[config.mk]
export PLATFORM = sky130hd
export DESIGN_NAME = pwr_clk_ctrl
export DESIGN_NICKNAME = d
export VERILOG_FILES = /design/src/rtl/pcc_pkg.sv /design/src/rtl/pcc_reg_file.sv /design/src/rtl/pcc_core_gate.sv /design/src/rtl/pcc_clk_div.sv /design/src/rtl/pwr_clk_ctrl.sv
export SDC_FILE = /design/constraint.sdc
export NUM_CORES = 1
export LEC_CHECK = 0
export ABC_AREA = 1
export CORE_MARGIN = 3
export CORE_UTILIZATION = 30
export CTS_BUF_LIST = sky130_fd_sc_hd__clkbuf_8
export CTS_CLUSTER_SIZE = 16
export DETAILED_ROUTE_END_ITERATION = 8
export GPL_TIMING_DRIVEN = 0
export PLACE_DENSITY = 0.74
export SLEW_MARGIN = 20
export SYNTH_ARGS = -nofsm -noshare
export SYNTH_HDL_FRONTEND = slang
export SYNTH_SLANG_ARGS = --single-unit
[constraint.sdc]
create_clock -name clk -period 1.5 [get_ports clk]
set_input_delay 0.3 -clock clk [delete_from_list [all_inputs] [get_ports clk]]
set_output_delay 0.3 -clock clk [all_outputs]
set_load 0.05 [all_outputs]
[src/rtl/pcc_pkg.sv]
package pcc_pkg;
  localparam int REG_W = 8;
  localparam int CD_W  = 3;

  typedef struct packed {
    logic            prec;
    logic            xtal;
    logic            pll;
    logic            periph;
    logic            core;
    logic [CD_W-1:0] cd;
  } pwr_reg_t;

  localparam pwr_reg_t PWR_RST = 8'h79;

  // Apply the shutdown ordering rules to a requested value.
  function automatic pwr_reg_t filter_write(pwr_reg_t cur, pwr_reg_t req);
    pwr_reg_t res;
    res = req;
    if (!req.periph && req.core)
      res.periph = cur.periph;
    if (!req.pll && (req.core || req.periph))
      res.pll = cur.pll;
    return res;
  endfunction
endpackage

[src/rtl/pcc_reg_file.sv]
module pcc_reg_file
  import pcc_pkg::*;
(
  input  logic             clk,
  input  logic             rst,
  input  logic             wr_en,
  input  logic [REG_W-1:0] wr_byte,
  input  logic             wake_evt,
  output pwr_reg_t         reg_q
);
  pwr_reg_t nxt;

  always_comb begin
    nxt = reg_q;
    if (wr_en)
      nxt = filter_write(reg_q, pwr_reg_t'(wr_byte));
    if (wake_evt) begin
      nxt.core   = 1'b1;
      nxt.periph = 1'b1;
      nxt.pll    = 1'b1;
    end
  end

  always_ff @(posedge clk) begin
    if (rst) reg_q <= PWR_RST;
    else     reg_q <= nxt;
  end
endmodule

[src/rtl/pcc_core_gate.sv]
module pcc_core_gate (
  input  logic clk,
  input  logic rst,
  input  logic core_bit,
  input  logic tick,
  output logic run,
  output logic run_nxt
);
  // Core keeps running until one more tick after its bit clears.
  assign run_nxt = core_bit | (run & ~tick);

  always_ff @(posedge clk) begin
    if (rst) run <= 1'b1;
    else     run <= run_nxt;
  end
endmodule

[src/rtl/pcc_clk_div.sv]
module pcc_clk_div #(
  parameter int CD_W = 3
) (
  input  logic            clk,
  input  logic            rst,
  input  logic            run,
  input  logic [CD_W-1:0] cd,
  input  logic [CD_W-1:0] cd_rst,
  output logic            tick
);
  localparam int CNT_W = (1 << CD_W) - 1;

  logic [CNT_W-1:0] cnt;
  logic [CNT_W-1:0] lim;
  logic [CD_W-1:0]  cd_seen;

  // 2^cd - 1, wraps correctly for the top code
  assign lim = (CNT_W'(1) << cd) - CNT_W'(1);

  always_ff @(posedge clk) begin
    if (rst) begin
      cnt     <= '0;
      tick    <= 1'b0;
      cd_seen <= cd_rst;
    end else if (!run || cd != cd_seen) begin
      cnt     <= '0;
      tick    <= 1'b0;
      cd_seen <= cd;
    end else if (cnt == lim) begin
      cnt     <= '0;
      tick    <= 1'b1;
    end else begin
      cnt     <= cnt + CNT_W'(1);
      tick    <= 1'b0;
    end
  end
endmodule

[src/rtl/pwr_clk_ctrl.sv]
module pwr_clk_ctrl
  import pcc_pkg::*;
#(
  parameter int BUS_W = 32
) (
  input  logic             clk,
  input  logic             rst,
  input  logic             wr_en,
  input  logic [BUS_W-1:0] wr_data,
  input  logic             wake_evt,
  output logic [BUS_W-1:0] rd_data,
  output logic             core_en,
  output logic             periph_en,
  output logic             pll_en,
  output logic             xtal_en,
  output logic             prec_en,
  output logic             core_clk_en
);
  pwr_reg_t reg_q;
  logic     run_nxt;
  logic     unused_hi;

  assign unused_hi = ^wr_data[BUS_W-1:REG_W];

  pcc_reg_file u_reg (
    .clk      (clk),
    .rst      (rst),
    .wr_en    (wr_en),
    .wr_byte  (wr_data[REG_W-1:0]),
    .wake_evt (wake_evt),
    .reg_q    (reg_q)
  );

  pcc_core_gate u_gate (
    .clk      (clk),
    .rst      (rst),
    .core_bit (reg_q.core),
    .tick     (core_clk_en),
    .run      (core_en),
    .run_nxt  (run_nxt)
  );

  pcc_clk_div #(.CD_W(CD_W)) u_div (
    .clk    (clk),
    .rst    (rst),
    .run    (run_nxt),
    .cd     (reg_q.cd),
    .cd_rst (PWR_RST.cd),
    .tick   (core_clk_en)
  );

  assign rd_data   = BUS_W'(reg_q);
  assign periph_en = reg_q.periph;
  assign pll_en    = reg_q.pll;
  assign xtal_en   = reg_q.xtal;
  assign prec_en   = reg_q.prec;
endmodule

# After elaboration in Yosys (flattened, before gate mapping)
# Cells that the tools add are included.
# classes
add_sub_neg	2
eq_ne	2
shift	1
n_mux	1
bitwise_logic	5
n_reduce_logical	12
# ops
op	n
$add A7 B1 Y7 const B	1
$eq A7 B7 Y1	1
$shl A1 B3 Y7 const A	1
$sub A7 B2 Y7 const B	1
$reduce_and A2 Y1	2
$reduce_or A2 Y1	2
$logic_not A1 Y1	3
$ne A3 B3 Y1	1
$not A1 Y1	3
$reduce_or A3 Y1	1
$logic_and A1 B1 Y1	2
$logic_or A1 B1 Y1	2
$and A1 B1 Y1	1
$mux W1	1
$or A1 B1 Y1	1
# word_totals
ff_bits	20
out_inout_bits	38

# Logic depth before layout (Yosys ltp)
# Gate-level depths: netlist (run 1).
# depth
word_depth	6
depth_mapped	14

# Hierarchy
# From an unflattened synthesis (run 1), not the netlist that was laid out.
# unflattened
hier_cells	182
area_unflattened_um2	1313.8
# modules_own_cells
module	instances	cells_each	area_per_inst_um2
pcc_clk_div	1	104	743.2
pcc_reg_file	1	41	301.5
pwr_clk_ctrl	1	30	217.7
pcc_core_gate	1	7	51.3

# Worst setup path before layout (run 1)
# OpenSTA, ideal clock, no wires.
# synth_timing
path_kind	reg2reg
start	register u_reg.reg_q[1] (netlist name)
end	register u_div.cnt[0]
setup_ns	0.117
t_arrival_ns	1.824
t_required_ns	1.383
setup_slack_ns	-0.441
path_stages_with_launch	15
n_path_buf	1
path_cell_list	dfxtp_1 -> buf_6 -> nor2_4 -> nand2_1 -> ha_1 -> inv_1 -> nand2_1 -> nand2_1 -> nand2_1 -> nor2_1 -> nand3_1 -> nor2_2 -> nand2_2 -> nand2_4 -> nor2_1
# synth_via
elab_chain_cells	4
elab_cells_between_ends	6
classes_between	add/sub: 1; eq/ne: 2; shift: 1; reduce/logical: 2
# synth_rtl
item	line_no	rtl
$shl A1 B3 Y7	pcc_clk_div.sv:18	assign lim = (CNT_W'(1) << cd) - CNT_W'(1);
$sub A7 B2 Y7	pcc_clk_div.sv:18	
$eq A7 B7 Y1	pcc_clk_div.sv:29	end else if (cnt == lim) begin
$reduce_or A3 Y1 (no source line) *	-	
to (signal assigned)	pcc_clk_div.sv:33	cnt <= cnt + CNT_W'(1);
to (decl)	pcc_clk_div.sv:13	logic [CNT_W-1:0] cnt;
# Mark *: on every way between the ends. The rest lies on a longest branch, timed or not.
# A chain may end at the register's enable or synchronous reset.

# Worst setup path in the final report (run 1)
# layout_timing
start	register u_reg.reg_q[1] (netlist name)
end	register u_div.cnt[3]
# layout_via
elab_chain_cells	4
elab_cells_between_ends	6
classes_between	add/sub: 1; eq/ne: 2; shift: 1; reduce/logical: 2
# layout_rtl
item	line_no
$shl A1 B3 Y7	pcc_clk_div.sv:18
$sub A7 B2 Y7	pcc_clk_div.sv:18
$eq A7 B7 Y1	pcc_clk_div.sv:29
$reduce_or A3 Y1 (no source line) *	-
# Marked as above.

==> flow_metrics.tcl, run 1 <==
set metrics [dict create \
    status "finished, violations left" \
    violations "negative setup slack" \
    fin_ws_ps -218 \
    pre_cts_slack_ps -324 \
    dpl.hpwl_mm 1.94 \
    grt_overflow 0 \
    crit_fanout 7 \
    yosysWarnings 0 \
    synthArstFlopShare_pct 0 \
    ant_nets 0 \
    met1_usage_pct 13.9 \
    clkLatencyLatePin_ps 260 \
    routed_wl_mm 2.65 \
    cts_tree "done" \
    critPathArrivalTime_ps 1880 \
    min_path_cells 1 \
    power.density_mw_per_mm2 898 \
    grtUsageMet3_pct 2.16 \
    end_kind "register" \
    period_share_pct 115 \
    synth-edff-count 0 \
    hold_buffers 0 \
    drv_cap 0 \
    syn_to_final_growth_pct 47.2 \
    core_area_mm2 0.00383 \
    drtIter0Drc 22 \
    worstPathRequired_ps 1660 \
    nFillCells 368 \
    gp_congestion 0.825 \
    track_usage_pct 10.9 \
    clk_pin_slew_ps 80 \
    crit_type "register to register" \
    fin_worst_skew_ps 7.28 \
    synth_area_per_cell_um2 7.23 \
    synth_cell_type_count 25 \
    vias_per_cell 3.96 \
    busiest_layer "met2" \
    fin_util_pct 47.5 \
    vias 1101 \
    ys_seq_elements 20 \
    maxSlewViolCount 0 \
    grtUsageMet2_pct 17.5 \
    antenna_found_initial 0 \
    hp-class "register to register" \
    drive_above_1_share_pct 30.9 \
    post_drt_wl_per_cell_um 9.54 \
    irDropWorstVdd_mv 0.537 \
    setup_violations 9 \
    r2r_cells 14 \
    n_antenna_cell 0 \
    syn_inst 171 \
    initial_utilization_pct 32.3 \
    r2r_slack_ps -220 \
    die_w_um 70.2 \
    cts_buffers 3 \
    worstHoldEndpoint "u_div.cnt[0]$_SDFF_PP0_" \
    synthTopCellsByArea "dfxtp_1 32%, buf_4 18%, nand2_1 12%" \
    io_pins 74 \
    cts.sinks 20 \
    period_minus_slack_ps 1720 \
    synthFlopType "dfxtp_1" \
    r2r_start "u_reg.reg_q[1]$_SDFFE_PP0P_" \
    drc_errors 0 \
    placed_area_mm2 0.00164 \
    final_area_mm2 0.00182 \
    dieArea_mm2 0.00493 \
    io_buffers 25 \
    yosys-top-cells-count "38 x nand2_1, 29 x buf_4, 20 x dfxtp_1" \
    post-synth-top-count-cell "nand2_1" \
    clock-root-buffer "clkbuf_8" \
    yosys.area.top_type "dfxtp_1" \
    worstHoldStart "u_div.cnt[0]$_SDFF_PP0_" \
    finalNetCount 269 \
    synth_top_area_share_pct 32.4 \
    rows 22 \
    crit_path_start_kind "register" \
    die_h_um 70.2 \
    max_freq_mhz 582 \
    clockBufferDepth 2 \
    cts-htree-levels 1 \
    ys_seq_area_share_pct 32.4 \
    grt_pass1_vias 965 \
    r2r_end "u_div.cnt[3]$_SDFF_PP0_" \
    rsz0062_at_grt "true" \
    power_leakage_nw 0.886 \
    tns_ps -1630 \
    final_hold_viol_count 0 \
    drt-pass1-iter-count 4 \
    grt_max_degree 13 \
    grt_pass1_wl_mm 4.35 \
    syn_area_mm2 0.00124 \
]
-- final cells by class --
cell class / count / area (um^2) / share of cell area (%)
clock inverters: 1 / 30.0 / 1.65
plain buffers: 31 / 248 / 13.6
repair buffers: 32 / 297 / 16.3
multi-input cells: 122 / 641 / 35.2
well taps: 48 / 60.1 / 3.30
flip-flops and latches: 20 / 409 / 22.5
clock buffers: 3 / 41.3 / 2.27
inverters: 21 / 93.8 / 5.16
-- routing by layer --
layer  up-vias  part of all wire, %
met5         -                    0
met4         0                  1.9
met3         5                  4.8
met2        29                   50
met1       473                   44
li1        594                    -
-- worst max-delay path by stage --
stage,depth (start not counted),from,slack (ps),end
3_5_place_dp,14,u_reg.reg_q[1]$_SDFFE_PP0P_,-320,u_div.cnt[4]$_SDFF_PP0_
2_1_floorplan,14,u_reg.reg_q[1]$_SDFFE_PP0P_,-240,u_div.cnt[0]$_SDFF_PP0_
6_report,14,u_reg.reg_q[1]$_SDFFE_PP0P_,-220,u_div.cnt[3]$_SDFF_PP0_
3_3_place_gp,14,u_reg.reg_q[1]$_SDFFE_PP0P_,-310,u_div.cnt[0]$_SDFF_PP0_
5_1_grt,14,u_reg.reg_q[1]$_SDFFE_PP0P_,-320,u_div.cnt[0]$_SDFF_PP0_
4_1_cts,14,u_reg.reg_q[1]$_SDFFE_PP0P_,-270,u_div.cnt[6]$_SDFF_PP0_
-- stage by stage --
step	power [W]	instances	hold WS, ps
detailed placement	0.00106	267	473
global placement	0.00105	267	469
finish	0.00163	278	488
global route	0.00171	278	531
floorplan	0.000962	194	372
CTS	0.00162	276	490
-- repair_timing --
action,CTS,global route
pin swaps,8,11
endpoints found under the setup margin,23,9
setup buffers,5,2
gates resized for setup,35,8
-- placed cells by master (no fill, tap or decap), types with 4 or more instances in the layout --
master	netlist	layout
o21ai_0	6	6
a21oi_1	4	4
clkdlybuf4s50_1	0	10
nor2_1	14	11
nand3_1	14	12
xor2_1	4	4
nand2_1	38	36
inv_1	18	16
dlygate4sd2_1	0	10
nand2_2	2	4
clkdlybuf4s15_2	0	5
buf_4	29	36
conb_1	1	24
dfxtp_1	20	17
-- report_power, final --
| part | leakage (nW) | internal, W | switching [W] |
|---|---|---|---|
| registers | 0.164 | 0.000550 | 0.0000183 |
| clock network | 0.0357 | 0.000356 | 0.000186 |
| logic | 0.686 | 0.000184 | 0.000339 |
| total | 0.886 | 0.00109 | 0.000543 |
-- state kept, by name, summed over array words and instances (netlist names) --
register       flops
u_div.cd_seen      3
u_reg.reg_q        8
u_div.cnt          7
u_div.tick         1
u_gate.run         1
-- logic make-up (layout without fill, tap and decap cells) --
family | Yosys count | count (layout) | share of synthesized area (%)
flip-flops | 20 | 20 | 32.4
adder cells (fa/ha/maj) | 2 | 2 | 2.02
XOR/XNOR | 7 | 7 | 4.96
other | 1 | 24 | 0.303
AND/OR/NAND/NOR | 79 | 79 | 30.3
buffers and inverters | 52 | 88 | 26.0
AO/OA/AOI/OAI | 10 | 10 | 4.05
-- critical path, cell delays in order (launching register included) --
cell and delay (ps):
dfxtp_4 350, buf_8 130, nor2_4 90, nand2_2 80
ha_4 240, inv_2 40, nand2_1 40, nand2_1 60
nand2_1 70, nor2_2 100, nand3_2 90, nor2_4 100
nand2_2 70, nand2_4 100, nor2_1 50
(Power assumes the default switching activity.)
==> run 2: changes to the inputs <==
--- a/config.mk
+++ b/config.mk
@@ -12,8 +12,10 @@
 export CTS_CLUSTER_SIZE = 16
 export DETAILED_ROUTE_END_ITERATION = 8
 export GPL_TIMING_DRIVEN = 0
-export PLACE_DENSITY = 0.74
+export PLACE_DENSITY = 0.73
+export RECOVER_POWER = 100
 export SLEW_MARGIN = 20
 export SYNTH_ARGS = -nofsm -noshare
 export SYNTH_HDL_FRONTEND = slang
+export SYNTH_HIERARCHICAL = 1
 export SYNTH_SLANG_ARGS = --single-unit
==> run 2 against run 1 <==
The flow still finishes with violations (negative setup slack); utilization decreased by 0.39 points; die area increased by 5.7%; combinational power grew 4.0%; clock power about the same; synthesized cell count increased by 6.4%; wire length is 3.5% higher; clock skew down 1.8 ps; total power up 2.7%; clock-buffer cell count is the same; worst setup slack improved by 32 ps; critical endpoint is now u_div/cnt[5]$_SDFF_PP0_.
==> flow_metrics.tcl, run 2 <==
set metrics [dict create \
    io_pins 74 \
    io_buffers 25 \
    post-synth-top-count-cell "nand2_1" \
    crit_path_frequent_cell "nor2_1" \
    top_register "u_reg/reg_q" \
    drtIter0Drc 22 \
    final_hold_viol_count 0 \
    vias_per_cell 3.94 \
    n_antenna_cell 0 \
    maxSlewViolCount 0 \
    cpPeakStageDelay_ps 350 \
    end_kind "register" \
    dpl.cell_count 282 \
    gp_congestion 0.773 \
    ys_seq_elements 20 \
    final_common_cell "buf_4" \
    grt_pass1_vias 1007 \
    power.density_mw_per_mm2 865 \
    routed_wl_mm 2.74 \
    syn_area_mm2 0.00131 \
    cts.sinks 20 \
    setup_violations 8 \
    clock-root-buffer "clkbuf_8" \
    grt_overflow 0 \
    drive_above_1_share_pct 31.2 \
    power_leakage_nw 0.944 \
    syn_inst 182 \
    drc_errors 0 \
    placed_area_mm2 0.00176 \
    yosys.area.top_type "dfxtp_1" \
    fin_ws_ps -186 \
    die_w_um 72.2 \
    ant_nets 0 \
    dpl.hpwl_mm 2.05 \
    final_cell_mix "44 x buf_4, 40 x nand2_1, 27 x conb_1, 20 x inv_1, 16 x nor2_1" \
    final_cells 300 \
    synth_area_per_cell_um2 7.22 \
    rows 23 \
    antenna_found_initial 0 \
    syn_to_final_growth_pct 47.7 \
    clk_pin_slew_ps 80 \
    max_freq_mhz 593 \
    synth_top_area_share_pct 25.9 \
    finalNetCount 289 \
    initial_utilization_pct 31.9 \
    final_area_mm2 0.00194 \
    cts-htree-levels 1 \
    drv_cap 0 \
    status "finished, violations left" \
    crit_type "register to register" \
    dieArea_mm2 0.00521 \
    irDropWorstVdd_mv 0.417 \
    period_minus_slack_ps 1690 \
    fin_worst_skew_ps 5.49 \
    synth_cell_type_count 24 \
    synth-edff-count 3 \
    synthArstFlopShare_pct 0 \
    grt_max_degree 13 \
    worstPathRequired_ps 1650 \
    crit_fanout 7 \
    hp-class "register to register" \
    die_h_um 72.2 \
    ys_seq_area_share_pct 32.8 \
    track_usage_pct 9.99 \
    clkLatencyLatePin_ps 260 \
    post_drt_wl_per_cell_um 9.15 \
    vias 1182 \
    synthTopCellsByArea "dfxtp_1 26%, buf_4 16%, nand2_1 12%" \
    path_cells "buf_8, inv_8, nand3_4, ha_4, inv_2, nand2_2, nand2_1, nor2_1, nand3_1, nor2_2, nand3_2, nand2_4, nor2_1" \
    period_share_pct 112 \
    rsz0062_at_grt "true" \
    core_area_mm2 0.00412 \
    grt_pass1_wl_mm 4.26 \
    pre_cts_slack_ps -335 \
    largest_reg_flops 8 \
    cts_tree "done" \
    cts_buffers 3 \
    violations "negative setup slack" \
    drt-pass1-iter-count 4 \
    reg.largest.list "u_reg/reg_q (8), u_div/cnt (7), u_div/cd_seen (3)" \
    crit_path_start_kind "register" \
    critPathSlowestCell "dfxtp_4" \
    synthFlopType "dfxtp_1" \
    yosysWarnings 6 \
    critPathArrivalTime_ps 1840 \
    fin_util_pct 47.2 \
    clockBufferDepth 2 \
    yosys-top-cells-count "41 x nand2_1, 28 x buf_4, 21 x inv_1" \
]
==> run 2: changes by cell type after synthesis, moves of 2 or more <==
cell / previous run / this run
nand2_1: 38 / 41
edfxtp_1: 0 / 3
a21oi_1: 4 / 1
nor2_1: 14 / 19
inv_1: 18 / 21
dfxtp_1: 20 / 17
nand4_1: 3 / 1
nand3_1: 14 / 16
==> run 2: worst max-delay path: cells and delay by family, from the launching register on <==
kind | cells | cell delay, ps
buffers and inverters | 3 | 210
AND/OR/NAND/NOR | 9 | 730
adder cells (fa/ha/maj) | 1 | 270
flip-flops | 1 | 350
==> run 2: final timing paths <==
kind                                    start                          end  slack (ps)  cells past startpoint
hold / removal    u_reg/reg_q[3]$_SDFFE_PP1P_  u_reg/reg_q[3]$_SDFFE_PP1P_         460                      2
hold reg to reg   u_reg/reg_q[3]$_SDFFE_PP1P_  u_reg/reg_q[3]$_SDFFE_PP1P_         460                      2
setup / recovery  u_reg/reg_q[2]$_SDFFE_PP0P_      u_div/cnt[5]$_SDFF_PP0_        -190                     13
setup reg to reg  u_reg/reg_q[2]$_SDFFE_PP0P_      u_div/cnt[5]$_SDFF_PP0_        -190                     13
==> run 2: routing by layer <==
metal,part of all wire (%),wire length (um),GRT usage [%],vias to the layer above
met5,0,0,0,-
met2,51,1410,18.2,32
li1,-,-,-,634
met4,1.1,29,3.13,0
met1,42,1160,12.0,512
met3,5.1,141,1.39,4
==> run 2: cells by family after synthesis <==
family,synth area share [%]
xor gates and xnor gates,6.00
buffers and inverters,25.6
and+or+nand+nor,30.1
adders and majority gates,1.90
AOI/OAI and AO/OA,3.05
DFF,32.8
other,0.572
==> run 2: final cells by class <==
| cell class | count | area (um^2) |
|---|---|---|
| Timing Repair Buffer | 40 | 348 |
| Clock inverter | 1 | 30.0 |
| Tap cell | 50 | 62.6 |
| Buffer | 30 | 229 |
| Sequential cell | 20 | 444 |
| Multi-Input combinational cell | 132 | 686 |
| Fill cell | 410 | 2170 |
| Inverter | 24 | 100 |
| Clock buffer | 3 | 41.3 |
==> run 2: through the flow <==
| stage | TNS (ps) | hold WS (ps) | total power (W) |
|---|---|---|---|
| after global placement | -2920 | 444 | 0.00110 |
| after CTS | -1430 | 468 | 0.00167 |
| final | -1390 | 464 | 0.00168 |
| after floorplan | -1340 | 406 | 0.00101 |
| after global routing | -2620 | 498 | 0.00176 |
| after detailed placement | -3120 | 452 | 0.00111 |
==> run 2: where the power goes <==
part,leakage (nW),switching (W),internal [W]
logic,0.737,0.000346,0.000197
clock network,0.0357,0.000184,0.000356
registers,0.171,0.0000233,0.000571
total,0.944,0.000553,0.00112
==> run 2: repair_timing <==
action,in CTS,in global routing
gates resized for setup,26,14
pin swaps,6,10
endpoints found under the setup margin,25,11
buffers inserted,7,8
hold buffers,0,0
==> run 3: changes to the inputs <==
--- a/config.mk
+++ b/config.mk
@@ -6,13 +6,15 @@
 export NUM_CORES = 1
 export LEC_CHECK = 0
 export ABC_AREA = 1
+export CELL_PAD_IN_SITES_DETAIL_PLACEMENT = 1
+export CELL_PAD_IN_SITES_GLOBAL_PLACEMENT = 1
 export CORE_MARGIN = 3
-export CORE_UTILIZATION = 30
+export CORE_UTILIZATION = 24
 export CTS_BUF_LIST = sky130_fd_sc_hd__clkbuf_8
 export CTS_CLUSTER_SIZE = 16
 export DETAILED_ROUTE_END_ITERATION = 8
 export GPL_TIMING_DRIVEN = 0
-export PLACE_DENSITY = 0.73
+export PLACE_DENSITY_LB_ADDON = 0.2
 export RECOVER_POWER = 100
 export SLEW_MARGIN = 20
 export SYNTH_ARGS = -nofsm -noshare
==> run 3 against run 2 <==
The flow still finishes with violations (negative setup slack); maximum frequency is 2.0% lower; register-to-register slack worse by 30 ps; utilization is 9.6 points lower; via count is 0.25% lower.
==> flow_metrics.tcl, run 3 (synthesized netlist as in run 2, its figures left out) <==
set metrics [dict create \
    largest_reg_flops 8 \
    crit_path_start_kind "register" \
    drv_cap 0 \
    final_hold_viol_count 0 \
    grt_pass1_wl_mm 4.95 \
    critPathArrivalTime_ps 1880 \
    grt_max_degree 13 \
    r2r_end "u_div/cnt[6]$_SDFF_PP0_" \
    crit_type "register to register" \
    rsz0062_at_grt "true" \
    regArea_um2 443 \
    crit_fanout 7 \
    grt_pass1_vias 1099 \
    power.density_mw_per_mm2 862 \
    met1_usage_pct 13.1 \
    clkLatencyLatePin_ps 260 \
    cts_buffers 3 \
    final_common_cell "nand2_1" \
    critPathLaunch "u_reg/reg_q[0]$_SDFFE_PP1P_" \
    top_register "u_reg/reg_q" \
    worstPathRequired_ps 1660 \
    fin_util_pct 37.6 \
    post_drt_wl_per_cell_um 9.56 \
    final_cell_mix "39 x nand2_1, 34 x buf_4, 27 x conb_1, 19 x inv_1, 15 x nand3_1" \
    r2r_start "u_reg/reg_q[0]$_SDFFE_PP1P_" \
    setup_violations 12 \
    grtUsageMet2_pct 15.9 \
    dpl.hpwl_mm 2.35 \
    dieArea_mm2 0.00640 \
    r2r_slack_ps -220 \
    end_kind "register" \
    initial_utilization_pct 25.2 \
    cts-htree-levels 1 \
    max_freq_mhz 582 \
    antenna_found_initial 0 \
    drtIter0Drc 30 \
    drt-pass1-iter-count 4 \
    finalNetCount 284 \
    core_area_mm2 0.00520 \
    track_usage_pct 9.74 \
    irDropWorstVdd_mv 0.320 \
    maxSlewViolCount 0 \
    power_leakage_nw 0.932 \
    clk_pin_slew_ps 80 \
    n_antenna_cell 0 \
    period_share_pct 115 \
    reg.largest.list "u_reg/reg_q (8), u_div/cnt (7), u_div/cd_seen (3)" \
    violations "negative setup slack" \
    busiest_layer "met2" \
    whs_ps 461 \
    drc_errors 0 \
    rows 26 \
    fin_worst_skew_ps 2.89 \
    gp_congestion 0.727 \
    grt_overflow 0 \
    r2r_cells 12 \
    syn_to_final_growth_pct 49.0 \
    clock-root-buffer "clkbuf_8" \
    vias_per_cell 3.74 \
    nFillCells 684 \
    tns_ps -1920 \
    hp-class "register to register" \
    vias 1179 \
    clockBufferDepth 2 \
    drive_above_1_share_pct 31.4 \
    cts_tree "done" \
    grtUsageMet3_pct 1.13 \
    die_h_um 80.0 \
    io_buffers 25 \
    multi_input_area_um2 703 \
    cts.sinks 20 \
    ant_nets 0 \
    die_w_um 80.0 \
    period_minus_slack_ps 1720 \
    routed_wl_mm 3.01 \
    status "finished, violations left" \
    fin_ws_ps -220 \
    crit_end "u_div/cnt[6]$_SDFF_PP0_" \
    io_pins 74 \
]
[run 3: changes by cell type in the layout (fill, tap and decap cells not counted), moves of 2 or more]
cell | before | now
nor2_2 | 4 | 7
clkbuf_4 | 0 | 3
dlygate4sd2_1 | 6 | 8
buf_4 | 44 | 34
nor2_1 | 16 | 13
[run 3: how the worst min path moves through the flow]
stage	startpoint	to	slack [ps]	cells after the start
6_report	u_reg/reg_q[5]$_SDFFE_PP1P_	u_reg/reg_q[5]$_SDFFE_PP1P_	460	2
4_1_cts	u_reg/reg_q[5]$_SDFFE_PP1P_	u_reg/reg_q[5]$_SDFFE_PP1P_	470	2
3_5_place_dp	u_reg/reg_q[3]$_SDFFE_PP1P_	u_reg/reg_q[3]$_SDFFE_PP1P_	450	2
5_1_grt	u_reg/reg_q[5]$_SDFFE_PP1P_	u_reg/reg_q[5]$_SDFFE_PP1P_	480	2
2_1_floorplan	rst	u_gate/run$_SDFF_PP1_	410	2
3_3_place_gp	u_reg/reg_q[3]$_SDFFE_PP1P_	u_reg/reg_q[3]$_SDFFE_PP1P_	450	2
[run 3: final cells by class]
type                       count  area share (%)
buffer                        30            11.7
clock buffer                   3            2.11
clock inverter                 1            1.53
inverter                      24            5.37
multi-input combinational    132            35.9
sequential                    20            22.6
tap                           70            4.48
timing repair buffer          35            16.2
[run 3: metal layers]
| layer | part of all wire [%] | routed length [um] | vias to the layer above |
|---|---|---|---|
| li1 | - | - | 625 |
| met1 | 46 | 1370 | 524 |
| met2 | 49 | 1480 | 28 |
| met3 | 4.1 | 122 | 2 |
| met4 | 1.3 | 38 | 0 |
| met5 | 0 | 0 | - |
[run 3: timing repair]
item	CTS	global route
setup endpoints to repair	25	14
gates resized for setup	28	19
pin swaps	11	13
setup buffers	6	4
hold buffers	0	0
[run 3: worst max-delay path, stage by stage (launching register included)]
cell and delay (ps):
dfxtp_4 390, nor2_4 140, nand2_4 70, ha_4 270, inv_2 30, nand2_2 50
nand2_2 40, nor2_1 90, nand3_1 100, nor2_2 120, nand3_2 100, nand2_4 150
nor2_1 60
[run 3: stage by stage]
stage          area, um^2  std cells  total power (W)  worst slack [ps]
2_1_floorplan        1440        207          0.00101              -181
3_3_place_gp         1780        302          0.00111              -359
3_5_place_dp         1780        302          0.00112              -383
4_1_cts              1900        312          0.00168              -273
5_1_grt              1960        315          0.00178              -377
6_report             1960        315          0.00169              -220
[run 3: where the power goes]
group / leakage, nW / switching (W) / internal [W] / total [W]
registers: 0.172 / 0.0000260 / 0.000571 / 0.000597
logic: 0.724 / 0.000350 / 0.000191 / 0.000541
clock network: 0.0357 / 0.000193 / 0.000356 / 0.000549
total: 0.932 / 0.000568 / 0.00112 / 0.00169
